<file path="config.mk">
export PLATFORM = sky130hd
export DESIGN_NAME = igroup_dep_check
export DESIGN_NICKNAME = d
export VERILOG_FILES = /design/src/rtl/igroup_pkg.sv /design/src/rtl/igroup_ctrl.sv /design/src/rtl/igroup_datapath.sv /design/src/rtl/igroup_dep_check.sv
export SDC_FILE = /design/constraint.sdc
export NUM_CORES = 1
export LEC_CHECK = 0
export ABC_CLOCK_PERIOD_IN_PS = 2400
export BUFFER_PORTS_ARGS = -buffer_cell sky130_fd_sc_hd__buf_2
export CORE_UTILIZATION = 40
export CTS_BUF_LIST = sky130_fd_sc_hd__clkbuf_4
export DETAILED_ROUTE_END_ITERATION = 12
export SLEW_MARGIN = 25
export SYNTH_ARGS = -nofsm -noshare
export SYNTH_HDL_FRONTEND = slang
export SYNTH_SLANG_ARGS = --single-unit
</file>
<file path="constraint.sdc">
create_clock -name clk -period 2.4 [get_ports clk]
set_input_delay 0.24 -clock clk [delete_from_list [all_inputs] [get_ports clk]]
set_output_delay 0.24 -clock clk [all_outputs]
set_load 0.005 [all_outputs]
</file>
<file path="src/rtl/igroup_pkg.sv">
package igroup_pkg;

  typedef enum logic [2:0] {
    EV_NONE       = 3'd0,
    EV_TAKEN      = 3'd1,
    EV_BRK_BRANCH = 3'd2,
    EV_RSV_BRANCH = 3'd3,
    EV_BRK_OTHER  = 3'd4,
    EV_CHECK      = 3'd5,
    EV_RFI_LONG   = 3'd6,
    EV_INTR       = 3'd7
  } slotEvent_e;

  // Strobes from control to datapath
  typedef struct packed {
    logic take;      // a valid slot is accepted this cycle
    logic openGrp;   // this slot is the first of a group
    logic closeGrp;  // this slot ends its group
  } grpStrobe_t;

endpackage

</file>
<file path="src/rtl/igroup_ctrl.sv">
module igroup_ctrl
  import igroup_pkg::*;
#(
  parameter int SLOT_W = 4,
  parameter int SEQ_W  = 8
) (
  input  logic              clk,
  input  logic              rst,
  input  logic              slotValid,
  input  logic              stopAfter,
  input  logic [2:0]        eventCode,
  output grpStrobe_t        stb,
  output logic [SLOT_W-1:0] slotIdx,
  output logic [SEQ_W-1:0]  groupSeq,
  output logic              groupEnd
);

  localparam logic [SLOT_W-1:0] SLOT_MAX = {SLOT_W{1'b1}};

  slotEvent_e evKind;
  logic       closes;
  logic       freshQ;
  logic [SLOT_W-1:0] slotIdxQ;
  logic [SEQ_W-1:0]  groupSeqQ;
  logic              groupEndQ;

  assign evKind = slotEvent_e'(eventCode);

  always_comb begin
    unique case (evKind)
      EV_TAKEN, EV_BRK_BRANCH, EV_RSV_BRANCH: closes = 1'b1;
      default:                                closes = stopAfter;
    endcase
  end

  assign stb.take     = slotValid;
  assign stb.openGrp  = freshQ;
  assign stb.closeGrp = slotValid & closes;

  always_ff @(posedge clk) begin
    if (rst) begin
      freshQ    <= 1'b1;
      slotIdxQ  <= '0;
      groupSeqQ <= '0;
      groupEndQ <= 1'b0;
    end else begin
      groupEndQ <= stb.closeGrp;
      if (slotValid) begin
        freshQ <= closes;
        if (closes) begin
          slotIdxQ  <= '0;
          groupSeqQ <= groupSeqQ + 1'b1;
        end else if (slotIdxQ != SLOT_MAX) begin
          slotIdxQ <= slotIdxQ + 1'b1;
        end
      end
    end
  end

  assign slotIdx  = slotIdxQ;
  assign groupSeq = groupSeqQ;
  assign groupEnd = groupEndQ;

  AST_SEQ_STEP: assert property (@(posedge clk) disable iff (rst)
    (!$past(rst) && groupEndQ) |-> groupSeqQ == $past(groupSeqQ) + 1'b1);
  AST_SEQ_HOLD: assert property (@(posedge clk) disable iff (rst)
    (!$past(rst) && !groupEndQ) |-> $stable(groupSeqQ));
  AST_NEW_GROUP_AT_ZERO: assert property (@(posedge clk) disable iff (rst)
    groupEndQ |-> (slotIdxQ == '0 && freshQ));
  AST_IDLE_NO_CHANGE: assert property (@(posedge clk) disable iff (rst)
    (!$past(rst) && !$past(slotValid)) |-> ($stable(slotIdxQ) && !groupEndQ));

endmodule

</file>
<file path="src/rtl/igroup_datapath.sv">
module igroup_datapath
  import igroup_pkg::*;
#(
  parameter int NUM_REGS = 128,
  parameter int SLOT_W   = 4,
  localparam int IDX_W   = $clog2(NUM_REGS)
) (
  input  logic              clk,
  input  logic              rst,
  input  grpStrobe_t        stb,
  input  logic [SLOT_W-1:0] slotIdx,
  input  logic              srcAEn,
  input  logic [IDX_W-1:0]  srcA,
  input  logic              srcBEn,
  input  logic [IDX_W-1:0]  srcB,
  input  logic              dstEn,
  input  logic [IDX_W-1:0]  dst,
  output logic              violation,
  output logic [SLOT_W-1:0] violSlot
);

  logic [NUM_REGS-1:0] writtenQ;
  logic [NUM_REGS-1:0] setMask;
  logic [NUM_REGS-1:0] writtenNext;
  logic readHit, writeHit, slotHit;
  logic violQ;
  logic [SLOT_W-1:0] violSlotQ;

  // One decoded set bit per register
  for (genvar r = 0; r < NUM_REGS; r++) begin : g_mask
    assign setMask[r] = dstEn && (dst == IDX_W'(r));
  end

  assign readHit  = (srcAEn && writtenQ[srcA]) || (srcBEn && writtenQ[srcB]);
  assign writeHit = dstEn && writtenQ[dst];
  assign slotHit  = readHit || writeHit;

  always_comb begin
    writtenNext = writtenQ;
    if (stb.take) begin
      if (stb.closeGrp) writtenNext = '0;
      else              writtenNext = writtenQ | setMask;
    end
  end

  always_ff @(posedge clk) begin
    if (rst) begin
      writtenQ  <= '0;
      violQ     <= 1'b0;
      violSlotQ <= '0;
    end else begin
      writtenQ <= writtenNext;
      if (stb.take) begin
        if (stb.openGrp) begin
          violQ     <= slotHit;
          violSlotQ <= slotHit ? slotIdx : '0;
        end else if (!violQ && slotHit) begin
          violQ     <= 1'b1;
          violSlotQ <= slotIdx;
        end
      end
    end
  end

  assign violation = violQ;
  assign violSlot  = violSlotQ;

  AST_EMPTY_AT_OPEN: assert property (@(posedge clk) disable iff (rst)
    stb.openGrp |-> writtenQ == '0);
  AST_IDLE_KEEPS_MAP: assert property (@(posedge clk) disable iff (rst)
    (!$past(rst) && !$past(stb.take)) |-> $stable(writtenQ));
  AST_VIOL_HELD: assert property (@(posedge clk) disable iff (rst)
    (!$past(rst) && $past(violQ) && !$past(stb.openGrp)) |-> (violQ && $stable(violSlotQ)));
  AST_FIRST_SLOT_CLEAN: assert property (@(posedge clk) disable iff (rst)
    (stb.take && stb.openGrp) |-> !slotHit);

endmodule

</file>
<file path="src/rtl/igroup_dep_check.sv">
module igroup_dep_check
  import igroup_pkg::*;
#(
  parameter int NUM_REGS = 128,
  parameter int SLOT_W   = 4,
  parameter int SEQ_W    = 8,
  localparam int IDX_W   = $clog2(NUM_REGS)
) (
  input  logic              clk,
  input  logic              rst,
  input  logic              slotValid,
  input  logic              srcAEn,
  input  logic [IDX_W-1:0]  srcA,
  input  logic              srcBEn,
  input  logic [IDX_W-1:0]  srcB,
  input  logic              dstEn,
  input  logic [IDX_W-1:0]  dst,
  input  logic              stopAfter,
  input  logic [2:0]        eventCode,
  output logic              groupEnd,
  output logic              violation,
  output logic [SLOT_W-1:0] violSlot,
  output logic [SEQ_W-1:0]  groupSeq
);

  grpStrobe_t        stb;
  logic [SLOT_W-1:0] slotIdx;

  igroup_ctrl #(.SLOT_W(SLOT_W), .SEQ_W(SEQ_W)) u_ctrl (
    .clk       (clk),
    .rst       (rst),
    .slotValid (slotValid),
    .stopAfter (stopAfter),
    .eventCode (eventCode),
    .stb       (stb),
    .slotIdx   (slotIdx),
    .groupSeq  (groupSeq),
    .groupEnd  (groupEnd)
  );

  igroup_datapath #(.NUM_REGS(NUM_REGS), .SLOT_W(SLOT_W)) u_dp (
    .clk       (clk),
    .rst       (rst),
    .stb       (stb),
    .slotIdx   (slotIdx),
    .srcAEn    (srcAEn),
    .srcA      (srcA),
    .srcBEn    (srcBEn),
    .srcB      (srcB),
    .dstEn     (dstEn),
    .dst       (dst),
    .violation (violation),
    .violSlot  (violSlot)
  );

endmodule

</file>
## Word level (Yosys, flattened, before mapping)

Cells that the tools add are included.

- Reduce and logical (&&, ||, !) cells: 142
- Bitwise operators: 2
- Equal/unequal tests: 131
- Add/sub/neg operators: 2
- Order comparisons: 3
- Multiplexer cells: 15

Operators with widths:

| operator | number |
|---|---|
| 7-bit == test, second input constant | 64 |
| 7-bit by 6-bit == test with 1-bit output, second input constant | 32 |
| 1-bit logical AND | 132 |
| 128-bit two-way mux | 1 |
| 128-bit OR | 1 |
| 7-bit by 5-bit == test with 1-bit output, second input constant | 16 |
| 7-bit by 4-bit == test with 1-bit output, second input constant | 8 |
| 7-bit by 3-bit == test with 1-bit output, second input constant | 4 |
| 7-bit by 8-bit less-than comparator with 1-bit output, second input constant | 3 |
| 1-bit binary-select mux with 7-bit select | 3 |
| 4-bit two-way mux | 5 |
| 7-bit by 2-bit == test with 1-bit output, second input constant | 2 |
| 8-bit by 1-bit adder with 8-bit output, second input constant | 1 |
| 7-bit by 1-bit == test with 1-bit output, second input constant | 1 |
| 7-bit zero test | 1 |
| 3-bit by 2-bit == test with 1-bit output, second input constant | 2 |
| 1-bit two-way mux | 6 |
| 2-bit AND reduction | 3 |
| 4-bit by 1-bit adder with 4-bit output, second input constant | 1 |
| 4-bit inequality test, second input constant | 1 |
| 2-bit nonzero test | 2 |
| 3-bit by 1-bit == test with 1-bit output, second input constant | 1 |
| 3-bit OR reduction | 1 |
| 1-bit logical OR | 2 |
| 2 further kinds | 2 |

- Output and inout port bits: 14
- Word-level logic and storage cells: 302
- Input port bits: 31
- Bits in registers: 147

## Depth between registers and ports, before layout

- Depth in word-level cells: 8
- Mapped depth: 12
- Gate-level depth less buffers: 8

## Hierarchy

A second synthesis with hierarchy kept.

- Cells, all modules: 937
- Area, all modules: 8642.0 µm²

Modules (own cells, without submodules):

| module | area each (µm²) | instances | cells an instance |
|---|---|---|---|
| igroup_datapath | 7850.0 | 1 | 854 |
| igroup_ctrl | 792.0 | 1 | 83 |

## Worst setup path after synthesis

OpenSTA, ideal clock, no wires.

- Kind: input to register
- Start point: input port dst[1]
- End point: register u_dp.violSlotQ[1] (netlist: u_dp.violSlot[1])
- Setup slack: -133 ps
- Library setup time: 133 ps
- Required time: 2267 ps
- Arrival: 2400 ps
- Stages: 11
- Cells stage by stage: buf_2 buf_2 buf_2 mux4_2 mux2i_1 nand2_1 nand3_1 nand3_1 and4_1 a221o_1 mux2i_1

- Cells in the longest elaborated chain, start to end: 7
- Elaborated cells between the ends (all ways): 9
- Classes of those cells: mux (4); reduce/logical (5)

RTL lines:

| what | RTL line | RTL |
|---|---|---|
| start: declaration | igroup_dep_check.sv:17 | `input logic [IDX_W-1:0] dst,` |
| 1-bit binary-select mux with 7-bit select * | igroup_datapath.sv:35 | `assign writeHit = dstEn && writtenQ[dst];` |
| 1-bit two-way mux (implied by the code) * | igroup_datapath.sv:35 |  |
| 1-bit logical AND * | igroup_datapath.sv:35 |  |
| 1-bit logical OR * | igroup_datapath.sv:36 | `assign slotHit = readHit \|\| writeHit;` |
| 1-bit logical AND | igroup_datapath.sv:57 | `end else if (!violQ && slotHit) begin` |
| 2-bit nonzero test (no source line) | -- |  |
| 2-bit AND reduction (no source line) | -- |  |
| end signal: assignment | igroup_datapath.sv:56 | `violSlotQ <= slotHit ? slotIdx : '0;` |
| end signal: assignment | igroup_datapath.sv:59 | `violSlotQ <= slotIdx;` |
| end: declaration | igroup_datapath.sv:27 | `logic [SLOT_W-1:0] violSlotQ;` |

Every way passes the cells marked *; elsewhere a longest branch is shown, timed or not. The select of a mux whose other input is x is not followed.
A chain may end at the register's enable or synchronous reset.

## Worst setup path in the final report

- Start point: register u_dp.writtenQ[53]
- End point: register u_dp.violSlotQ[1] (netlist: u_dp.violSlot[1])

- Cells in the longest elaborated chain, start to end: 8
- Elaborated cells between the ends (all ways): 16
- Classes of those cells: mux (8); reduce/logical (8)

RTL lines:

| what | RTL line | RTL |
|---|---|---|
| start: declaration | igroup_datapath.sv:22 | `logic [NUM_REGS-1:0] writtenQ;` |
| start signal: assignment | igroup_datapath.sv:52 | `writtenQ <= writtenNext;` |
| 1-bit binary-select mux with 7-bit select | igroup_datapath.sv:34 | `assign readHit = (srcAEn && writtenQ[srcA]) \|\| (srcBEn && writtenQ[srcB]);` |
| 1-bit two-way mux (implied by the code) | igroup_datapath.sv:34 |  |
| 1-bit logical AND | igroup_datapath.sv:34 |  |
| 1-bit logical OR | igroup_datapath.sv:34 |  |
| 1-bit logical OR * | igroup_datapath.sv:36 |  |
| 1-bit logical AND | igroup_datapath.sv:57 |  |
| 2-bit nonzero test (no source line) | -- |  |
| 2-bit AND reduction (no source line) | -- |  |

Marks and branches as above.

==> results.toml <==
[routing]
drt_pre_antenna_iters = 5
routedWlPerCell_microns = 21.6
viasPerCell = 5.90
dr.first_iter.drc_count = 763
routed_wirelength_microns = 29100
route.antenna.remaining_nets = 0
remaining_drc_errors = 0
via_count = 7948

[cts]
clock_sinks = 147
clk_latency_ns = 0.61
cts-root-to-sink-buffers = 2
clockRootBuffer = "sky130_fd_sc_hd__clkbuf_4"
clock_tree_from_tritoncts = "built"
clk_transition_reported_paths_ns = 0.14
cts_made_buffers = 17
cts-htree-levels = 4

[sta]
timing.final.crit_share = 1.07
fmaxAchievable_ghz = 0.391
fin_worst_hold_slack_ns = 0.0387
finalSetupTns_ns = -0.436
grt_setup_unrepaired = "true"
finalSetupViolations = 4
timing_max_transition_violations_final = 0
postLayoutSetupSlackWorst_ns = -0.156
report.final.hold_viol_count = 0
tightestPinTransition_ns = 1.05
maximum_clock_skew_at_final_layout_ns = 0.0224
maxSlewHeadroom = 0.297
final_period_minus_worst_setup_slack_ns = 2.56

[floorplan]
fp.dieW_microns = 146
io_pins = 45
core_sq_mm = 0.0203
rows = 52
floorplan.die_area_sq_mm = 0.0214
die_h_microns = 146
initial_core_util = 0.410

[synthesis]
synth_enable_flop_cells = 0
synth.distinct_cells = 52
syn_area_sq_mm = 0.00832
synthesis.instances = 904
synth_async_sr_flop_share = 0
synth-main-ff-cell = "sky130_fd_sc_hd__dfxtp_1"
number_of_nets_in_the_synthesized_netlist = 937
synth-seq-cells = 147
syn_avg_cell_area_sq_um = 9.21
synth-seq-area-share = 0.354
synthesis.yosys.warnings = 0

[global_routing]
antenna_found_initial = 1
grt_start_max_net_pins = 87
grt_util_all_layers = 0.280
grt_pass1_wl_microns = 45000
vias_in_the_first_global_route = 7525
global_route.overflow_total = 0

[power_and_ir_drop]
final_total_pwr_mw = 5.02
peakVddDrop_mv = 0.289
p_leak_nw = 4.08
power-per-cell-area_mw_per_mm2 = 489

[placement]
place_ws_ns = -0.463
detailed_place.area_sq_mm = 0.00983
numPlacedInstances = 1309
finalWeightedCongestion = 0.982
dpl.hpwl_microns = 22000
portBuffers = 44

[layout]
area_delta_synth_final_pct = 23.2
fraction_of_final_layout_cells_sized_beyond_drive_strength_1 = 0.300
mostFrequentLayoutCell = "sky130_fd_sc_hd__nor2_1"
mostFrequentLayoutCells = "171 x sky130_fd_sc_hd__nor2_1, 152 x sky130_fd_sc_hd__buf_4, 141 x sky130_fd_sc_hd__dfxtp_1"
finalNetCount = 1095
fin_cells = 1346
final_design_area_no_fill_sq_mm = 0.0103
final_util = 0.505

[hold_path]
timing.hold.worst.start = "dst[2]"
hp-class = "input pin to flip-flop"

[worst_setup_path]
setup.worst_path.start_class = "flip-flop"
critical_path.startpoint = "u_dp.writtenQ[53]"
reg2reg_from = "u_dp.writtenQ[53]"
cp_max_fo = 5
timing.critical_path.arrival_ns = 3.04
worst_setup_path_category = "flip-flop to flip-flop"
crit_path_end_kind = "flip-flop"
crit_required_ns = 2.88

[status]
status = "finished with violations"
violated_checks = "negative setup slack"

[flow_run]
cap_violations = 0
[report_power, final]
part / switching, mW / internal [mW] / total [mW]
clock: 1.05 / 0.861 / 1.91
combinational: 0.389 / 0.256 / 0.645
sequential: 0.0110 / 2.45 / 2.46
total: 1.45 / 3.57 / 5.02
[layout make-up]
type | instances | area [sq um]
Antenna cell | 1 | 2.50
Clock buffer | 17 | 128
Clock inverter | 15 | 219
Fill cell | 1930 | 10000
Inverter | 13 | 48.8
Multi-Input combinational cell | 678 | 5070
Sequential cell | 147 | 2950
Tap cell | 270 | 338
Timing Repair Buffer | 205 | 1500
[cells in the mapped netlist, types with 6 or more instances]
| library cell | instances | area, sq um |
|---|---|---|
| sky130_fd_sc_hd__nor2_1 | 173 | 649 |
| sky130_fd_sc_hd__dfxtp_1 | 147 | 2940 |
| sky130_fd_sc_hd__nor3_1 | 12 | 60.1 |
| sky130_fd_sc_hd__o211ai_1 | 8 | 60.1 |
| sky130_fd_sc_hd__mux2_2 | 7 | 78.8 |
| sky130_fd_sc_hd__a21oi_1 | 135 | 676 |
| sky130_fd_sc_hd__clkbuf_1 | 43 | 161 |
| sky130_fd_sc_hd__xor2_1 | 6 | 52.6 |
| sky130_fd_sc_hd__nand3_1 | 25 | 125 |
| sky130_fd_sc_hd__nor2b_1 | 18 | 113 |
| sky130_fd_sc_hd__inv_1 | 12 | 45.0 |
| sky130_fd_sc_hd__nand4_1 | 20 | 125 |
| sky130_fd_sc_hd__nand2_1 | 36 | 135 |
| sky130_fd_sc_hd__buf_2 | 15 | 75.1 |
| sky130_fd_sc_hd__mux2i_1 | 79 | 791 |
| sky130_fd_sc_hd__o21ai_0 | 7 | 35.0 |
| sky130_fd_sc_hd__a31oi_1 | 9 | 56.3 |
| sky130_fd_sc_hd__a22oi_1 | 19 | 143 |
| sky130_fd_sc_hd__mux4_2 | 62 | 1400 |
[worst max-delay path, stage by stage (launching register included)]
cell and delay [ns]:
sky130_fd_sc_hd__dfxtp_2 0.36, sky130_fd_sc_hd__mux4_2 0.44, sky130_fd_sc_hd__mux4_2 0.51, sky130_fd_sc_hd__nor2_1 0.11
sky130_fd_sc_hd__nor4_1 0.06, sky130_fd_sc_hd__a31oi_1 0.17, sky130_fd_sc_hd__nand4b_1 0.13, sky130_fd_sc_hd__buf_6 0.15
sky130_fd_sc_hd__a221o_1 0.37, sky130_fd_sc_hd__mux2i_1 0.14
[what timing repair did]
| item | 4_1_cts | 5_1_grt |
|---|---|---|
| cloned | 0 | 0 |
| resized for setup | 6 | 9 |
| buffers inserted | 1 | 0 |
| setup endpoints to repair | 5 | 5 |
| hold buffers | 3 | 0 |
| pin swaps | 3 | 2 |
| hold endpoints to repair | 13 | 0 |
[path summary, 6_finish.rpt]
check             depth (start not counted)                 end  slack, ns
setup / recovery                          9    u_dp.violSlot[1]      -0.16
hold / removal                            3  u_dp.writtenQ[125]       0.04
setup reg to reg                          9    u_dp.violSlot[1]      -0.16
hold reg to reg                           2    u_dp.violSlot[0]       0.48
[metal layers]
metal / vias to the layer above / global-route usage / part of all wire
li1: 3678 / - / -
met1: 3857 / 0.383 / 0.44
met2: 355 / 0.425 / 0.45
met3: 58 / 0.0684 / 0.089
met4: 0 / 0.104 / 0.028
met5: - / 0 / 0
[registers in the layout, indices dropped and copies added, names as in the netlist]
| register | flops |
|---|---|
| u_dp.writtenQ | 128 |
| u_ctrl.groupEnd | 1 |
| u_dp.violation | 1 |
| u_ctrl.slotIdx | 4 |
| u_ctrl.groupSeq | 8 |
| u_dp.violSlot | 4 |
| u_ctrl.freshQ | 1 |
[cell families after synthesis]
| kind of cell | share of synthesized area |
|---|---|
| flops | 0.354 |
| fa+ha+maj | 0.00301 |
| mux | 0.275 |
| buf+inv | 0.0437 |
| simple gates | 0.172 |
| compound gates | 0.144 |
| xor+xnor | 0.00842 |
No activity file was read; power rests on OpenSTA's default activity.
